File: src/rtl/sat_pack_pkg.sv
package sat_pack_pkg;
    parameter int LANE_W   = 16;
    parameter int BYTE_W   = 8;
    parameter int LANES    = 8;
    localparam int SRC_W   = LANES * LANE_W;
    localparam int HALF_W  = LANES * BYTE_W;
    localparam int RES_W   = 2 * HALF_W;

    typedef enum logic [0:0] {
        ST_IDLE = 1'b0,
        ST_EMIT = 1'b1
    } pk_state_e;
endpackage

File: src/rtl/sat_lane.sv
module sat_lane #(
    parameter int IN_W  = 16,
    parameter int OUT_W = 8
) (
    input  logic [IN_W-1:0]  lane_in,
    output logic [OUT_W-1:0] lane_out
);
    logic is_neg;
    logic is_over;

    always_comb begin
        is_neg  = lane_in[IN_W-1];
        is_over = |lane_in[IN_W-2:OUT_W];
        if (is_neg)
            lane_out = '0;
        else if (is_over)
            lane_out = '1;
        else
            lane_out = lane_in[OUT_W-1:0];
    end
endmodule

File: src/rtl/sat_half.sv
module sat_half #(
    parameter int LANES = 8,
    parameter int IN_W  = 16,
    parameter int OUT_W = 8
) (
    input  logic [LANES*IN_W-1:0]  src,
    output logic [LANES*OUT_W-1:0] half_out
);
    for (genvar n = 0; n < LANES; n++) begin : g_lane
        sat_lane #(.IN_W(IN_W), .OUT_W(OUT_W)) u_lane (
            .lane_in  (src[n*IN_W +: IN_W]),
            .lane_out (half_out[n*OUT_W +: OUT_W])
        );
    end
endmodule

File: src/rtl/sat_pack_unit.sv
module sat_pack_unit
    import sat_pack_pkg::*;
(
    input  logic             clk,
    input  logic             rst,
    input  logic             in_valid,
    input  logic [SRC_W-1:0] op_a,
    input  logic [SRC_W-1:0] op_b,
    output logic             out_valid,
    output logic [RES_W-1:0] out_data
);
    pk_state_e         state_q;
    pk_state_e         state_d;
    logic [HALF_W-1:0] lo_bytes;
    logic [HALF_W-1:0] hi_bytes;

    sat_half #(.LANES(LANES), .IN_W(LANE_W), .OUT_W(BYTE_W)) u_lo (
        .src      (op_a),
        .half_out (lo_bytes)
    );

    sat_half #(.LANES(LANES), .IN_W(LANE_W), .OUT_W(BYTE_W)) u_hi (
        .src      (op_b),
        .half_out (hi_bytes)
    );

    always_comb begin
        state_d = state_q;
        unique case (state_q)
            ST_IDLE: state_d = in_valid ? ST_EMIT : ST_IDLE;
            ST_EMIT: state_d = in_valid ? ST_EMIT : ST_IDLE;
            default: state_d = ST_IDLE;
        endcase
    end

    always_ff @(posedge clk) begin
        if (rst)
            state_q <= ST_IDLE;
        else
            state_q <= state_d;
    end

    always_ff @(posedge clk) begin
        if (rst)
            out_data <= '0;
        else if (in_valid)
            out_data <= {hi_bytes, lo_bytes};
    end

    always_comb begin
        out_valid = (state_q == ST_EMIT);
    end
endmodule

File: config.mk
export PLATFORM = sky130hd
export DESIGN_NAME = sat_pack_unit
export DESIGN_NICKNAME = d
export VERILOG_FILES = /design/src/rtl/sat_pack_pkg.sv /design/src/rtl/sat_lane.sv /design/src/rtl/sat_half.sv /design/src/rtl/sat_pack_unit.sv
export SDC_FILE = /design/constraint.sdc
export NUM_CORES = 1
export LEC_CHECK = 0
export ABC_AREA = 1
export CAP_MARGIN = 20
export CORE_ASPECT_RATIO = 1.25
export CORE_MARGIN = 4
export CORE_UTILIZATION = 25
export CTS_CLUSTER_SIZE = 24
export DETAILED_ROUTE_END_ITERATION = 6
export DONT_BUFFER_PORTS = 1
export GPL_TIMING_DRIVEN = 0
export HOLD_SLACK_MARGIN = 0.03
export SLEW_MARGIN = 40
export SYNTH_ARGS = -nofsm -noshare
export SYNTH_HDL_FRONTEND = slang
export SYNTH_SLANG_ARGS = --single-unit
File: constraint.sdc
create_clock -name clk -period 1.2 [get_ports clk]
set_input_delay 0.06 -clock clk [delete_from_list [all_inputs] [get_ports clk]]
set_output_delay 0.06 -clock clk [all_outputs]
set_load 0.02 [all_outputs]
==> flow_summary.ini <==
[sta]
fmax_ghz = 0.842
clock_skew_ns = 0
fin_crit_ns = 1.19
setup_viol = 0
tightestPinTransition_ns = 0.786
fin_hold_ws_ns = -0.00184
drv_slew = 0
hold_viol = 2
setup_ws_ns = 0.0123
final.period_utilization = 0.990
rsz0062_at_grt = false
max_slew_margin = 0.474

[clock_network]
cts_made_buffers = 17
cts_root_buffer = clkbuf_16
cts_tree = done
cts_buffer_depth = 2
clock_latency_ns = 0.41
htreeDepth = 4
numClockSinks = 129
clk_pin_slew_ns = 0.06

[placed_design]
placed_cells = 1322
place_ws_ns = -0.0660
dpl_cell_area_sq_um = 6690
gp_congestion = 0.806
dp_hpwl_um = 16400
port_buffers = 0

[critical_path]
path_cells = dlygate4sd3_1 > inv_1 > nand3_1 > dlygate4sd3_1 > nand2_1 > a21oi_1
crit_fanout = 1
max_stage_delay_ns = 0.60
reg2reg_depth = 2
critPathLaunchType = input port
critPathRequiredTime_ns = 1.49
crit_type = input port to register
arrival_ns = 1.48
end_kind = register
crit_slowest_cell = dlygate4sd3_1
cp_common_cell = dlygate4sd3_1

[grt]
overflow = 0
grt_use_total = 0.172
grt_pass1_wl_um = 36900
grt_max_degree = 17
grt_pass1_vias = 7158
grt_antenna_before_repair = 1

[routing]
post_drt_wl_per_cell_um = 16.0
viasPerCell = 4.58
ant_nets = 0
drt_wl_total_um = 25100
dr.pass1.iters = 5
vias = 7201
drtIter0Drc = 292
drc = 0

[floorplan]
die_w_um = 150
fp-row-count = 64
io_pins = 388
die_area_sq_um = 27700
core_sq_um = 24600
die_h_um = 185
start_util = 0.255

[logic_synthesis]
ys_seq_area_frac = 0.411
synth_compound_area_frac = 0.102
syn_nets = 1251
yosysTopAreaCell = dfxtp_1
netlist_area_sq_um = 6280
syn_inst = 992
yosysWarnings = 0
yosys.area_share.simple = 0.324
synth-xor-area-share = 0
synth_top_cell_area_share = 0.411
synth_area_leaders = dfxtp_1 (41%), nand2_1 (18%), inv_1 (13%)
synth_cell_types = 13
synthAdderAreaFrac = 0
synthMuxAreaShare = 0
syn_avg_cell_area_sq_um = 6.33
synth_top_family_by_area = simple AND/OR/NAND/NOR gates
synth_seq_cells = 129

[cells_and_area]
fin_nets = 1485
nFillCells = 2436
syn2layout_area_growth_pct = 51.7
final_area_sq_um = 9520
fin_cells = 1571
drive_gt1_frac = 0.0613

[power]
p_leak_nw = 4.22
fin_total_pwr_mw = 12.2
p_per_area_nw_per_um2 = 1280
vdd_ir_drop_max_uv = 882

[worst_hold_path]
holdPathStages = 4
hold_class = input port to register

[status]
status = finished, violations left
violations = negative hold slack

[run]
cap_violations = 0
==> worst paths after layout <==
kind | from | endpoint | slack, ns
hold / removal | op_a[12] | out_data[5] | -0.002
setup / recovery | op_b[0] | out_data[64] | 0.01
hold reg to reg | out_data[103] | out_data[103] | 0.57
setup reg to reg | out_data[31] | out_data[31] | 0.34
==> cell usage in the layout, fill, tap and decap left out, types with 8 or more instances in the layout <==
| master | instances |
|---|---|
| nand2_1 | 304 |
| inv_1 | 224 |
| dlygate4sd3_1 | 214 |
| dfxtp_1 | 129 |
| nand3_1 | 128 |
| a21oi_1 | 128 |
| nor2_1 | 32 |
| buf_2 | 20 |
| clkbuf_16 | 17 |
| nor2_4 | 9 |
| nor2_2 | 8 |
==> kinds of logic after synthesis <==
group	after synthesis
compound gates	128
flops	129
buf+inv	254
simple gates	481
==> metal layers <==
| metal | vias up | wire (um) | global-route usage | share of wire |
|---|---|---|---|---|
| li1 | 3483 | - | - | - |
| met1 | 3259 | 8800 | 0.165 | 0.35 |
| met2 | 384 | 12700 | 0.314 | 0.51 |
| met3 | 75 | 2340 | 0.0602 | 0.093 |
| met4 | 0 | 1220 | 0.101 | 0.049 |
| met5 | - | 0 | 0 | 0 |
==> critical path: cells and delay by family <==
| family | cells | cell delay [ns] |
|---|---|---|
| AOI/OAI and AO/OA | 1 | 0.06 |
| buffers and inverters | 3 | 1.21 |
| and+or+nand+nor | 2 | 0.15 |
==> sequential cells by signal (all words and copies together), names as in the netlist <==
signal / count
out_valid: 1
out_data: 128
==> through the flow <==
stage / TNS, ns / hold slack (ns) / utilization
4_1_cts: 0 / 0.0310 / 0.391
5_1_grt: 0 / 0.0379 / 0.387
2_1_floorplan: 0 / 0.247 / -
3_5_place_dp: -0.0982 / 0.263 / 0.272
6_report: 0 / -0.00184 / 0.387
3_3_place_gp: -10.62 / 0.262 / 0.272
==> area by class of cell <==
class                           count  area, sq um  share of cell area
Clock inverter                     14          211              0.0222
Tap cell                          330          413              0.0434
Multi-Input combinational cell    609         2690               0.283
Clock buffer                       18          439              0.0461
Timing Repair Buffer              215         2150               0.226
Buffer                             29          174              0.0183
Antenna cell                        2         5.00            0.000526
Inverter                          225          847              0.0890
Sequential cell                   129         2580               0.271
==> synthesized netlist by cell type <==
master / count
nand2_1: 304
inv_1: 224
dfxtp_1: 129
a21oi_1: 128
nand3_1: 128
nor2_1: 40
buf_2: 20
nor2_4: 9
clkbuf_1: 4
buf_4: 2
buf_6: 2
buf_12: 1
inv_4: 1
==> power by group <==
part / internal, mW / switching (mW) / total [mW]
registers: 4.52 / 0.495 / 5.02
clock network: 3.74 / 2.01 / 5.74
logic: 0.655 / 0.750 / 1.41
total: 8.92 / 3.25 / 12.2
==> repair_timing <==
item	CTS	global route
setup endpoints to repair	0	28
setup buffers	0	0
hold endpoints to repair	129	3
hold buffers	226	1
gates resized for setup	0	9
Power figures use the tool's default switching activity.
